`src/rtl/sref_pkg.sv`:
```
package sref_pkg;
  localparam int NPIN   = 2;
  localparam int FCNT_W = 3;

  typedef enum logic [1:0] {
    P1_VSYNC = 2'd0,
    P1_FRAME = 2'd1,
    P1_FSEQ  = 2'd2,
    P1_NONE  = 2'd3
  } p1_type_e;

  // field-sequence match: every fourth or every eighth field
  function automatic logic field_hit(input logic [FCNT_W-1:0] fcnt, input logic every4);
    field_hit = every4 ? (fcnt[1:0] == 2'b00) : (fcnt == '0);
  endfunction
endpackage

```
`src/rtl/sref_in_sync.sv`:
```
module sref_in_sync #(
  parameter int STAGES = 2
) (
  input  logic clk,
  input  logic rst_n,
  input  logic pin_i,
  input  logic pol_i,
  input  logic en_i,
  output logic edge_o,
  output logic level_o,
  output logic armed_o
);
  localparam int CNT_MAX = STAGES + 1;
  localparam int CNT_W   = $clog2(CNT_MAX + 1);

  logic [STAGES:0] chain;
  logic [CNT_W-1:0] fill_q;
  logic armed_q;

  always_ff @(posedge clk or negedge rst_n) begin
    if (!rst_n) chain[0] <= 1'b0;
    else        chain[0] <= pin_i;
  end

  for (genvar k = 1; k <= STAGES; k++) begin : g_stage
    always_ff @(posedge clk or negedge rst_n) begin
      if (!rst_n) chain[k] <= 1'b0;
      else        chain[k] <= chain[k-1];
    end
  end

  logic cur_n, prev_n;
  assign cur_n  = chain[STAGES-1] ^ pol_i;
  assign prev_n = chain[STAGES] ^ pol_i;

  always_ff @(posedge clk or negedge rst_n) begin
    if (!rst_n) begin
      fill_q  <= '0;
      armed_q <= 1'b0;
    end else begin
      if (fill_q != CNT_W'(CNT_MAX)) fill_q <= fill_q + 1'b1;
      if (fill_q == CNT_W'(CNT_MAX) && chain[STAGES-1] == chain[STAGES])
        armed_q <= 1'b1;
    end
  end

  assign edge_o  = armed_q & en_i & cur_n & ~prev_n;
  assign level_o = cur_n;
  assign armed_o = armed_q;
endmodule

```
`src/rtl/sref_out_drv.sv`:
```
module sref_out_drv (
  input  logic clk,
  input  logic rst_n,
  input  logic dir_i,
  input  logic pol_i,
  input  logic func_i,
  output logic out_o,
  output logic oe_o
);
  always_ff @(posedge clk or negedge rst_n) begin
    if (!rst_n) begin
      out_o <= 1'b0;
      oe_o  <= 1'b0;
    end else begin
      out_o <= dir_i ? (func_i ^ pol_i) : 1'b0;
      oe_o  <= dir_i;
    end
  end
endmodule

```
`src/rtl/sref_port_ctrl.sv`:
```
module sref_port_ctrl
  import sref_pkg::*;
#(
  parameter int SYNC_STAGES = 2
) (
  input  logic              clk,
  input  logic              rst_n,
  input  logic [NPIN-1:0]   cfg_pol,
  input  logic [NPIN-1:0]   cfg_dir,
  input  logic [1:0]        cfg_p1_type,
  input  logic              cfg_fseq4,
  input  logic              cfg_p2_mode,
  input  logic              cfg_hsrc_sel,
  input  logic              tm_vs,
  input  logic              tm_odd,
  input  logic [FCNT_W-1:0] tm_fcnt,
  input  logic              tm_hact,
  input  logic              tm_vact,
  input  logic [NPIN-1:0]   ref_in,
  output logic [NPIN-1:0]   ref_out,
  output logic [NPIN-1:0]   ref_oe,
  output logic              hs_evt,
  output logic              vs_evt,
  output logic              blank
);
  logic [NPIN-1:0] in_edge, in_level, in_armed, func_lvl;
  logic fld_ok, vs_pass;
  p1_type_e p1_type;

  assign p1_type = p1_type_e'(cfg_p1_type);
  assign fld_ok  = field_hit(tm_fcnt, cfg_fseq4);

  always_comb begin
    unique case (p1_type)
      P1_VSYNC: begin func_lvl[0] = tm_vs;          vs_pass = 1'b1;   end
      P1_FRAME: begin func_lvl[0] = tm_odd;         vs_pass = 1'b1;   end
      P1_FSEQ:  begin func_lvl[0] = tm_vs & fld_ok; vs_pass = fld_ok; end
      default:  begin func_lvl[0] = 1'b0;           vs_pass = 1'b0;   end
    endcase
  end

  assign func_lvl[1] = tm_hact & (~cfg_p2_mode | tm_vact);

  for (genvar i = 0; i < NPIN; i++) begin : g_pin
    sref_in_sync #(.STAGES(SYNC_STAGES)) u_sync (
      .clk     (clk),
      .rst_n   (rst_n),
      .pin_i   (ref_in[i]),
      .pol_i   (cfg_pol[i]),
      .en_i    (~cfg_dir[i]),
      .edge_o  (in_edge[i]),
      .level_o (in_level[i]),
      .armed_o (in_armed[i])
    );
    sref_out_drv u_drv (
      .clk    (clk),
      .rst_n  (rst_n),
      .dir_i  (cfg_dir[i]),
      .pol_i  (cfg_pol[i]),
      .func_i (func_lvl[i]),
      .out_o  (ref_out[i]),
      .oe_o   (ref_oe[i])
    );
  end

  always_ff @(posedge clk or negedge rst_n) begin
    if (!rst_n) begin
      hs_evt <= 1'b0;
      vs_evt <= 1'b0;
      blank  <= 1'b0;
    end else begin
      hs_evt <= cfg_hsrc_sel ? in_edge[1] : in_edge[0];
      vs_evt <= in_edge[0] & vs_pass;
      blank  <= ~cfg_dir[1] & cfg_hsrc_sel & cfg_p2_mode & in_armed[1] & ~in_level[1];
    end
  end
endmodule

```
`config.mk`:
```
export PLATFORM = sky130hd
export DESIGN_NAME = sref_port_ctrl
export DESIGN_NICKNAME = d
export VERILOG_FILES = /design/src/rtl/sref_pkg.sv /design/src/rtl/sref_in_sync.sv /design/src/rtl/sref_out_drv.sv /design/src/rtl/sref_port_ctrl.sv
export SDC_FILE = /design/constraint.sdc
export NUM_CORES = 1
export LEC_CHECK = 0
export CORE_MARGIN = 8
export CORE_UTILIZATION = 52
export DETAILED_ROUTE_END_ITERATION = 16
export DONT_BUFFER_PORTS = 1
export PLACE_DENSITY = 0.7
export SYNTH_ARGS = -nofsm -noshare
export SYNTH_HDL_FRONTEND = slang
export SYNTH_SLANG_ARGS = --single-unit
```
`constraint.sdc`:
```
create_clock -name clk -period 1.22 [get_ports clk]
set_clock_uncertainty 0.15 [all_clocks]
set_input_delay 0.061 -clock clk [delete_from_list [all_inputs] [get_ports clk]]
set_output_delay 0.061 -clock clk [all_outputs]
set_load 0.005 [all_outputs]
```
==> reports/results.tsv, run 1 <==
stage	metric	value	unit
run_status	outcome	finished, violations left	
run_status	failed_checks	hold timing	
finish	fill_cells	119	
finish	syn_to_final_growth	21.4	%
logic_synthesis	syn_inst	61	
logic_synthesis	syn_nets	83	
pwr	p_leak	0.390	nW
global_route	track_usage	10.3	%
critical_path	cp_max_fo	2	
flow_run	maxCapViolCount	0	
global_route	grt_max_degree	20	
sta	finalCritPeriodShare	96.9	%
clocking	clkSinkCount	19	
clocking	holdBufCountCts	13	
placement	pre_cts_slack	22.7	ps
finish	diodes	0	
logic_synthesis	yosys_warnings	0	
floorplanning	die_area	3020	µm²
floorplanning	die_h	54.9	µm
global_route	grt_pass1_vias	505	
sta	finalHoldViolations	2	
placement	place_hpwl	881	µm
clocking	tritoncts	done	
sta	report.final.setup_viol	0	
critical_path	end_kind	flip-flop	
drt	dr.pass1.iters	2	
pwr	ir_drop	824	µV
sta	hold_slack	-217	ps
logic_synthesis	syn_area	788	µm²
placement	portBuffers	0	
drt	num_vias	492	
global_route	grt_overflow	0	
clocking	clkTransAtPathRegs	100	ps
sta	max_freq	846	MHz
floorplanning	rows	14	
finish	final_cells	91	
sta	grt_setup_unrepaired	false	
floorplanning	start_util	53.6	%
logic_synthesis	ys_types	24	
global_route	antenna_found_initial	0	
drt	drt-vias-per-instance	5.41	
sta	postLayoutSetupSlackWorst	37.8	ps
logic_synthesis	avgSynthCellArea	12.9	µm²
clocking	clockBufferDepth	2	
sta	drv_slew	0	
clocking	clkLatencyLatePin	290	ps
sta	layout_min_cycle_time	1180	ps
clocking	cts_root_buf	clkbuf_4	
drt	drt-total-wl	1360	µm
placement	gp_congestion	0.607	
drt	drc_errors	0	
clocking	post_cts.repair.setup_buffers	0	
drt	drtAntennaViolNets	0	
critical_path	crit_required	1260	ps
pwr	p_per_area	1120	nW/µm²
global_route	grt_first_pass_wirelength	2120	µm
clocking	cts_max_level	1	
drt	avgRoutedWirePerCell	14.9	µm
logic_synthesis	ys_seq_area_share	60.3	%
clocking	cts_buffers	3	
sta	finalSetupTns	0	ps
critical_path	arrival	1220	ps
hold_path	hold_class	in -> reg	
critical_path	critPathKind	reg -> reg	
floorplanning	ioPinCount	27	
floorplanning	core_region_area	1470	µm²
sta	slew_headroom	45.9	%
placement	dp.cells	74	
sta	worstMarginPinSlew	809	ps
finish	nNetsFinal	98	
floorplanning	die_w	54.9	µm
drt	first_iter_violations	5	
critical_path	startpoint_type	flip-flop	
logic_synthesis	ys_seq_elements	19	
finish	drive_gt1_share	12.0	%
-- layout make-up --
| type | instances | area (µm²) | area share [%] |
|---|---|---|---|
| flip-flops and latches | 19 | 475 | 49.7 |
| multi-input cells | 37 | 294 | 30.7 |
| well taps | 16 | 20.0 | 2.09 |
| clock buffers | 4 | 26.3 | 2.75 |
| inverters | 1 | 3.75 | 0.392 |
| repair buffers | 14 | 138 | 14.4 |
-- stage by stage --
stage | instance area (µm²) | util (%) | total power, W | hold slack (ps)
after floorplan | 788 | - | 0.000726 | -385
after global placement | 786 | 53.4 | 0.000723 | -384
after detailed placement | 786 | 53.4 | 0.000725 | -384
after CTS | 942 | 64.0 | 0.00108 | -220
after global routing | 957 | 65.1 | 0.00113 | -219
final | 957 | 65.1 | 0.00107 | -217
-- flip-flops by register name, indices dropped and copies added (netlist names) --
name	count
g_pin.u_sync.chain	6
hs_evt	1
g_pin.u_sync.fill_q	4
g_pin.u_drv.out_o	2
vs_evt	1
g_pin.u_sync.armed_o	2
g_pin.u_drv.oe_o	2
blank	1
-- final timing paths --
check / slack [ps] / to / startpoint / depth (start not counted)
worst max-delay path: 40 / g_pin[1].u_sync.fill_q[1] / g_pin[1].u_sync.fill_q[0] / 2
worst min-delay path: -220 / vs_evt / cfg_p1_type[0] / 2
worst max register to register: 40 / g_pin[1].u_sync.fill_q[1] / g_pin[1].u_sync.fill_q[0] / 2
worst min register to register: 200 / g_pin[1].u_sync.chain[1] / g_pin[1].u_sync.chain[0] / 0
max in group asynchronous: 270 / g_pin[0].u_sync.chain[0] / rst_n / 1
min in group asynchronous: 140 / vs_evt / rst_n / 1
-- cells in the final DEF, fill, tap and decap left out, types with 2 or more instances in the layout --
cell and n:
clkbuf_4 3, a21oi_1 2, dlygate4sd3_1 13, nor3b_1 2
nor2b_1 5, or3_1 2, mux2i_1 2, a21o_1 2
nand2_1 2, dfrtp_1 19, mux2_2 2, xnor2_1 4
-- metal layers --
layer / global-route usage [%] / wire length (µm) / vias up
li1: - / - / 233
met1: 9.29 / 487 / 237
met2: 19.2 / 691 / 20
met3: 4.28 / 158 / 2
met4: 4.80 / 19 / 0
met5: 0 / 0 / -
-- critical path: stages (launching register included) --
cell,delay (ps)
dfrtp_1,410
ha_2,270
mux2_2,250
-- cell usage after synthesis --
cell type | count | area (µm²)
nand3_1 | 1 | 5.00
a21oi_1 | 2 | 10.0
inv_1 | 1 | 3.75
dfrtp_1 | 19 | 475
xnor2_1 | 4 | 35.0
ha_1 | 2 | 25.0
a21o_1 | 2 | 15.0
a21boi_0 | 1 | 7.51
and3b_1 | 1 | 8.76
nand2b_4 | 1 | 13.8
mux2_2 | 2 | 22.5
o22ai_1 | 1 | 6.26
xor2_1 | 1 | 8.76
nor3b_1 | 2 | 15.0
mux2i_1 | 2 | 20.0
nor2b_1 | 5 | 31.3
o21ai_0 | 2 | 10.0
or3_1 | 2 | 12.5
nand2b_1 | 1 | 6.26
or2_0 | 1 | 6.26
nor2_1 | 1 | 3.75
o32ai_1 | 1 | 8.76
buf_4 | 4 | 30.0
nand2_1 | 2 | 7.51
-- cell families after synthesis --
group                    after synthesis  synth area share [%]
buffers and inverters                  5                  4.29
AO/OA/AOI/OAI                          9                  7.30
flip-flops                            19                  60.3
multiplexers                           4                  5.40
adder cells (fa/ha/maj)                2                  3.17
AND/OR/NAND/NOR                       17                  14.0
XOR/XNOR                               5                  5.56
-- what timing repair did --
action,4_1_cts,5_1_grt
hold endpoints to repair,28,2
setup endpoints to repair,0,4
resized for setup,0,5
-- power by group --
group	internal, W	switching (W)
Combinational	0.0000574	0.0000427
Sequential	0.000651	0.0000129
Clock	0.000127	0.000181
Total	0.000836	0.000237
Note: power is estimated with default switching activity, not from simulation.
==> run 2: changes to the inputs <==
--- a/config.mk
+++ b/config.mk
@@ -5,11 +5,11 @@
 export SDC_FILE = /design/constraint.sdc
 export NUM_CORES = 1
 export LEC_CHECK = 0
-export CORE_MARGIN = 8
-export CORE_UTILIZATION = 52
+export ABC_CLOCK_PERIOD_IN_PS = 1220
+export CORE_UTILIZATION = 45
 export DETAILED_ROUTE_END_ITERATION = 16
 export DONT_BUFFER_PORTS = 1
-export PLACE_DENSITY = 0.7
+export PLACE_DENSITY = 0.62
 export SYNTH_ARGS = -nofsm -noshare
 export SYNTH_HDL_FRONTEND = slang
 export SYNTH_SLANG_ARGS = --single-unit
==> run 2 against run 1 <==
Effect of this change:
- the run ends with DRC, hold timing left
- clock-buffer cell count is the same
- first-iteration DRC count rose by 60%
- non-clock buffer count rose by 4
- design area grew 3.4%
- setup slack worse by 12 ps
- register-to-register slack hardly changed
- utilization fell by 2.3 points
- critical path type unchanged
==> reports/results.tsv, run 2 (synthesized netlist as in run 1, its figures left out) <==
stage	metric	value	unit
run_status	outcome	finished, violations left	
run_status	failed_checks	DRC, hold timing	
drt	avgRoutedWirePerCell	13.8	µm
pwr	pwr-share-seq	61.8	%
pwr	p_clk_share	28.0	%
critical_path	arrival	1230	ps
finish	largest_register_ffs	6	
critical_path	startpoint	g_pin[0].u_sync.fill_q[0]	
hold_path	hp-start	tm_fcnt[0]	
floorplanning	die_h	43.9	µm
sta	finalSetupTns	0	ps
finish	register_area	475	µm²
sta	finalCritPeriodShare	97.9	%
clocking	clkLatencyLatePin	290	ps
floorplanning	core_region_area	1580	µm²
sta	worstMarginPinSlew	801	ps
drt	num_vias	510	
global_route	grt_pass1_vias	535	
placement	pre_cts_slack	29.7	ps
pwr	combPwrFrac	10.2	%
critical_path	crit_required	1260	ps
finish	nNetsFinal	102	
clocking	tritoncts	done	
finish	fill_cells	121	
pwr	internal_power	0.000842	W
clocking	cts_buffers	3	
pwr	switching_share	21.7	%
floorplanning	start_util	50.0	%
finish	largestRegisters	g_pin.u_sync.chain x6, g_pin.u_sync.fill_q x4	
sta	max_freq	837	MHz
clocking	clkTransAtPathRegs	100	ps
placement	portBuffers	0	
clocking	cts_max_level	1	
clocking	cts_root_buf	clkbuf_4	
placement	place_hpwl	744	µm
finish	most-common-layout-cells	19 x dfrtp_1, 15 x dlygate4sd3_1, 5 x nor2b_1	
floorplanning	die_area	1920	µm²
critical_path	critPathKind	reg -> reg	
finish	diodes	0	
critical_path	r2r_start	g_pin[0].u_sync.fill_q[0]	
flow_run	maxCapViolCount	0	
global_route	track_usage	16.8	%
global_route	grt_max_degree	20	
finish	drive_gt1_share	15.2	%
placement	dp.cells	74	
floorplanning	rows	14	
hold_path	hold_class	in -> reg	
critical_path	end_kind	flip-flop	
finish	syn_to_final_growth	25.6	%
finish	final_util	62.8	%
sta	layout_min_cycle_time	1190	ps
sta	drv_slew	0	
finish	mostFrequentLayoutCell	dfrtp_1	
critical_path	startpoint_type	flip-flop	
critical_path	cp_max_fo	2	
global_route	antenna_found_initial	0	
sta	finalHoldViolations	1	
finish	largest_register	g_pin.u_sync.chain	
pwr	p_leak	0.407	nW
floorplanning	die_w	43.9	µm
placement	gp_congestion	0.673	
sta	report.final.setup_viol	0	
pwr	ir_drop	886	µV
global_route	grt_overflow	0	
floorplanning	ioPinCount	27	
clocking	clockBufferDepth	2	
finish	multiInputGateArea	292	µm²
drt	drt-vias-per-instance	5.37	
drt	drtAntennaViolNets	0	
drt	first_iter_violations	8	
sta	hold_slack	-18.7	ps
global_route	grt_first_pass_wirelength	2190	µm
sta	slew_headroom	46.4	%
drt	drc_errors	5	
clocking	clkSinkCount	19	
drt	drt-total-wl	1310	µm
pwr	switchingPower	0.000233	W
sta	postLayoutSetupSlackWorst	25.6	ps
drt	dr.pass1.iters	12	
pwr	p_per_area	1090	nW/µm²
finish	final_cells	95	
-- run 2: cell types whose count changed in the layout (fill, tap and decap cells not counted), sizes merged --
cell,before,now
buf,1,3
dlygate4sd3,13,15
-- run 2: worst paths after layout --
check	to	slack (ps)	cells past startpoint
min reg2reg	g_pin[0].u_sync.chain[1]	210	0
max	g_pin[0].u_sync.fill_q[1]	30	2
min in group asynchronous	g_pin[1].u_sync.chain[2]	140	1
min	vs_evt	-20	3
max in group asynchronous	g_pin[0].u_drv.out_o	280	1
max reg2reg	g_pin[0].u_sync.fill_q[1]	30	2
-- run 2: per-layer routing --
metal	GRT usage, %	routed length, µm
met5	0	0
met4	6.67	36
met3	7.92	97
met2	30.7	666
met1	16.0	508
-- run 2: cell type report --
type	instances	area share, %
well taps	16	2.02
inverters	1	0.379
multi-input cells	37	29.5
flip-flops and latches	19	48.0
repair buffers	18	17.4
clock buffers	4	2.65
-- run 2: critical path, cell delays in order (launching register included) --
cell and delay (ps):
dfrtp_1 410, ha_2 280, mux2_2 250
-- run 2: power groups by stage --
stage / sequential, W / combinational (W) / clock [W]
finish: 0.000664 / 0.000110 / 0.000300
global route: 0.000668 / 0.000123 / 0.000348
CTS: 0.000664 / 0.000106 / 0.000311
detailed placement: 0.000677 / 0.0000468 / 0
global placement: 0.000676 / 0.0000462 / 0
floorplan: 0.000674 / 0.0000522 / 0
-- run 2: timing repair --
item                       4_1_cts  5_1_grt
hold endpoints to repair        28        0
hold buffers                    15        0
setup endpoints to repair        0        5
gates resized for setup          0        5
setup buffers                    0        2
-- run 2: stage by stage --
step	hold slack, ps	total power [W]	instance area [µm²]
after floorplan	-385	0.000726	788
after global placement	-384	0.000722	786
after detailed placement	-384	0.000724	786
after CTS	-57.3	0.00108	962
after global routing	11.7	0.00114	990
final	-18.7	0.00107	990
==> run 3: changes to the inputs <==
--- a/config.mk
+++ b/config.mk
@@ -5,6 +5,7 @@
 export SDC_FILE = /design/constraint.sdc
 export NUM_CORES = 1
 export LEC_CHECK = 0
+export ABC_AREA = 1
 export ABC_CLOCK_PERIOD_IN_PS = 1220
 export CORE_UTILIZATION = 45
 export DETAILED_ROUTE_END_ITERATION = 16
==> run 3 against run 2 <==
Effect of this change:
- power fell by 0.11%
- sequential share of layout area fell by 0.42 points
- the flow now finishes without violations
- critical path depth did not move
- clock power barely moved
==> reports/results.tsv, run 3 <==
stage	metric	value	unit
logic_synthesis	synthFlopType	dfrtp_1	
finish	diodes	0	
sta	hold_slack	136	ps
logic_synthesis	ys_seq_area_share	61.7	%
critical_path	worstPathCellList	ha_1 -> mux2_2	
floorplanning	start_util	49.4	%
global_route	track_usage	16.3	%
floorplanning	ioPinCount	27	
run_status	outcome	complete, no violations	
logic_synthesis	synth.top_cell.area_share	61.7	%
global_route	grt_overflow	0	
finish	largest_register	g_pin.u_sync.chain	
drt	drt-total-wl	1330	µm
floorplanning	rows	14	
logic_synthesis	ys_seq_elements	19	
critical_path	reg2reg_slack	40	ps
drt	drt-vias-per-instance	5.12	
critical_path	startpoint_type	flip-flop	
critical_path	critPathBufInv	0	
critical_path	crit_family	flip-flops	
placement	portBuffers	0	
sta	slew_headroom	47.3	%
finish	drive_gt1_share	13.0	%
finish	largestRegisters	g_pin.u_sync.chain x6, g_pin.u_sync.fill_q x4	
flow_run	maxCapViolCount	0	
logic_synthesis	yosys-top-cells-area	dfrtp_1 62%, nand2_1 6.8%, buf_4 3.9%	
critical_path	critPathKind	reg -> reg	
clocking	cts_root_buf	clkbuf_4	
hold_path	hold_class	in -> async	
clocking	clkLatencyLatePin	290	ps
logic_synthesis	synth_top_cell_by_area	dfrtp_1	
logic_synthesis	synth_edf_count	0	
clocking	clkTransAtPathRegs	100	ps
critical_path	end_kind	flip-flop	
sta	worstMarginPinSlew	787	ps
placement	gp_congestion	0.700	
clocking	tritoncts	done	
critical_path	arrival	1210	ps
clocking	clkSinkCount	19	
critical_path	cp_max_fo	2	
drt	drc_errors	0	
global_route	grt_first_pass_wirelength	2120	µm
logic_synthesis	syn_nets	94	
sta	drv_slew	0	
critical_path	r2r_start	g_pin[0].u_sync.fill_q[0]	
floorplanning	core_region_area	1560	µm²
critical_path	r2r_cells	2	
sta	report.final.setup_viol	0	
sta	max_freq	849	MHz
sta	finalHoldViolations	0	
logic_synthesis	yosys_warnings	0	
floorplanning	die_w	43.4	µm
drt	dr.pass1.iters	4	
critical_path	slowest_stage	dfrtp_1	
drt	first_iter_violations	11	
drt	avgRoutedWirePerCell	12.3	µm
logic_synthesis	syn_area	771	µm²
pwr	p_leak	0.453	nW
global_route	grt_max_degree	20	
floorplanning	die_area	1880	µm²
sta	finalSetupTns	0	ps
finish	most-common-layout-cells	19 x dfrtp_1, 19 x dlygate4sd3_1, 14 x nand2_1	
pwr	ir_drop	1190	µV
drt	num_vias	553	
logic_synthesis	syn_inst	72	
logic_synthesis	synth_commonest_cells	19 x dfrtp_1, 14 x nand2_1, 6 x inv_1	
clocking	cts_buffers	3	
finish	syn_to_final_growth	29.5	%
logic_synthesis	avgSynthCellArea	10.7	µm²
clocking	clockBufferDepth	2	
sta	finalCritPeriodShare	96.5	%
logic_synthesis	ys_types	20	
finish	largest_register_ffs	6	
floorplanning	die_h	43.4	µm
sta	grt_setup_unrepaired	false	
logic_synthesis	synthArstFlopShare	100	%
critical_path	crit_required	1260	ps
sta	layout_min_cycle_time	1180	ps
finish	nNetsFinal	115	
global_route	antenna_found_initial	0	
logic_synthesis	post-synth-top-count-cell	dfrtp_1	
placement	place_hpwl	743	µm
global_route	grt_pass1_vias	486	
drt	drtAntennaViolNets	0	
critical_path	reg2reg_to	g_pin[0].u_sync.fill_q[1]	
critical_path	worst_path_largest_cell_delay	390	ps
clocking	cts_max_level	1	
pwr	p_per_area	1080	nW/µm²
run 3: cell types whose count changed after synthesis, sizes merged, moves of 3 or more:
cell / before / now
inv: 1 / 7
nand2: 2 / 14
nor2: 1 / 6
nor2b: 5 / 0
o21ai: 2 / 5
run 3: metrics by stage:
stage | worst slack [ps] | power (W) | instances | area [µm²] | util (%)
2_1_floorplan | 52.7 | 0.000724 | 72 | 771 | -
3_3_place_gp | 48.8 | 0.000720 | 84 | 761 | 48.8
3_5_place_dp | 26.0 | 0.000721 | 84 | 761 | 48.8
4_1_cts | 10.4 | 0.00109 | 107 | 978 | 62.8
5_1_grt | 7.98 | 0.00114 | 108 | 998 | 64.0
6_report | 42.4 | 0.00107 | 108 | 998 | 64.0
run 3: repair_timing:
item	CTS	global route
hold endpoints to repair	28	0
setup endpoints to repair	0	2
buffers inserted	0	1
resized for setup	0	2
hold buffers	19	0
run 3: logic make-up after synthesis:
family | after synthesis | synth area share (%)
adder cells (fa/ha/maj) | 2 | 3.25
buffers and inverters | 11 | 7.30
XOR/XNOR | 2 | 2.27
AND/OR/NAND/NOR | 26 | 15.1
multiplexers | 2 | 2.92
AO/OA/AOI/OAI | 10 | 7.47
flip-flops | 19 | 61.7
run 3: worst max-delay path by stage:
stage                               from                   endpoint  slack (ps)  cells after the start
3_5_place_dp   g_pin[1].u_sync.fill_q[0]  g_pin[1].u_sync.fill_q[1]          30                      2
3_3_place_gp   g_pin[0].u_sync.fill_q[0]  g_pin[0].u_sync.fill_q[1]          50                      2
5_1_grt        g_pin[0].u_sync.fill_q[0]  g_pin[0].u_sync.fill_q[1]           8                      2
2_1_floorplan  g_pin[0].u_sync.fill_q[0]  g_pin[0].u_sync.fill_q[1]          50                      2
6_report       g_pin[0].u_sync.fill_q[0]  g_pin[0].u_sync.fill_q[1]          40                      2
4_1_cts        g_pin[1].u_sync.fill_q[0]  g_pin[1].u_sync.fill_q[1]          10                      2
run 3: cell type report:
cell class	count	area (µm²)
fillers	128	561
flip-flops and latches	19	475
multi-input cells	42	251
repair buffers	20	198
inverters	7	26.3
clock buffers	3	22.5
well taps	16	20.0
clock inverters	1	5.00
run 3: power breakdown:
| part | internal (W) | switching, W | leakage [nW] |
|---|---|---|---|
| sequential | 0.000652 | 0.0000103 | 0.212 |
| combinational | 0.0000593 | 0.0000543 | 0.223 |
| clock | 0.000122 | 0.000176 | 0.0177 |
run 3: layer usage:
layer / GRT usage, % / part of all wire [%] / vias to the layer above
met1: 16.5 / 40 / 262
met2: 27.3 / 50 / 19
met3: 7.92 / 5.3 / 6
met5: 0 / 0 / -
met4: 9.38 / 4.3 / 0
li1: - / - / 266
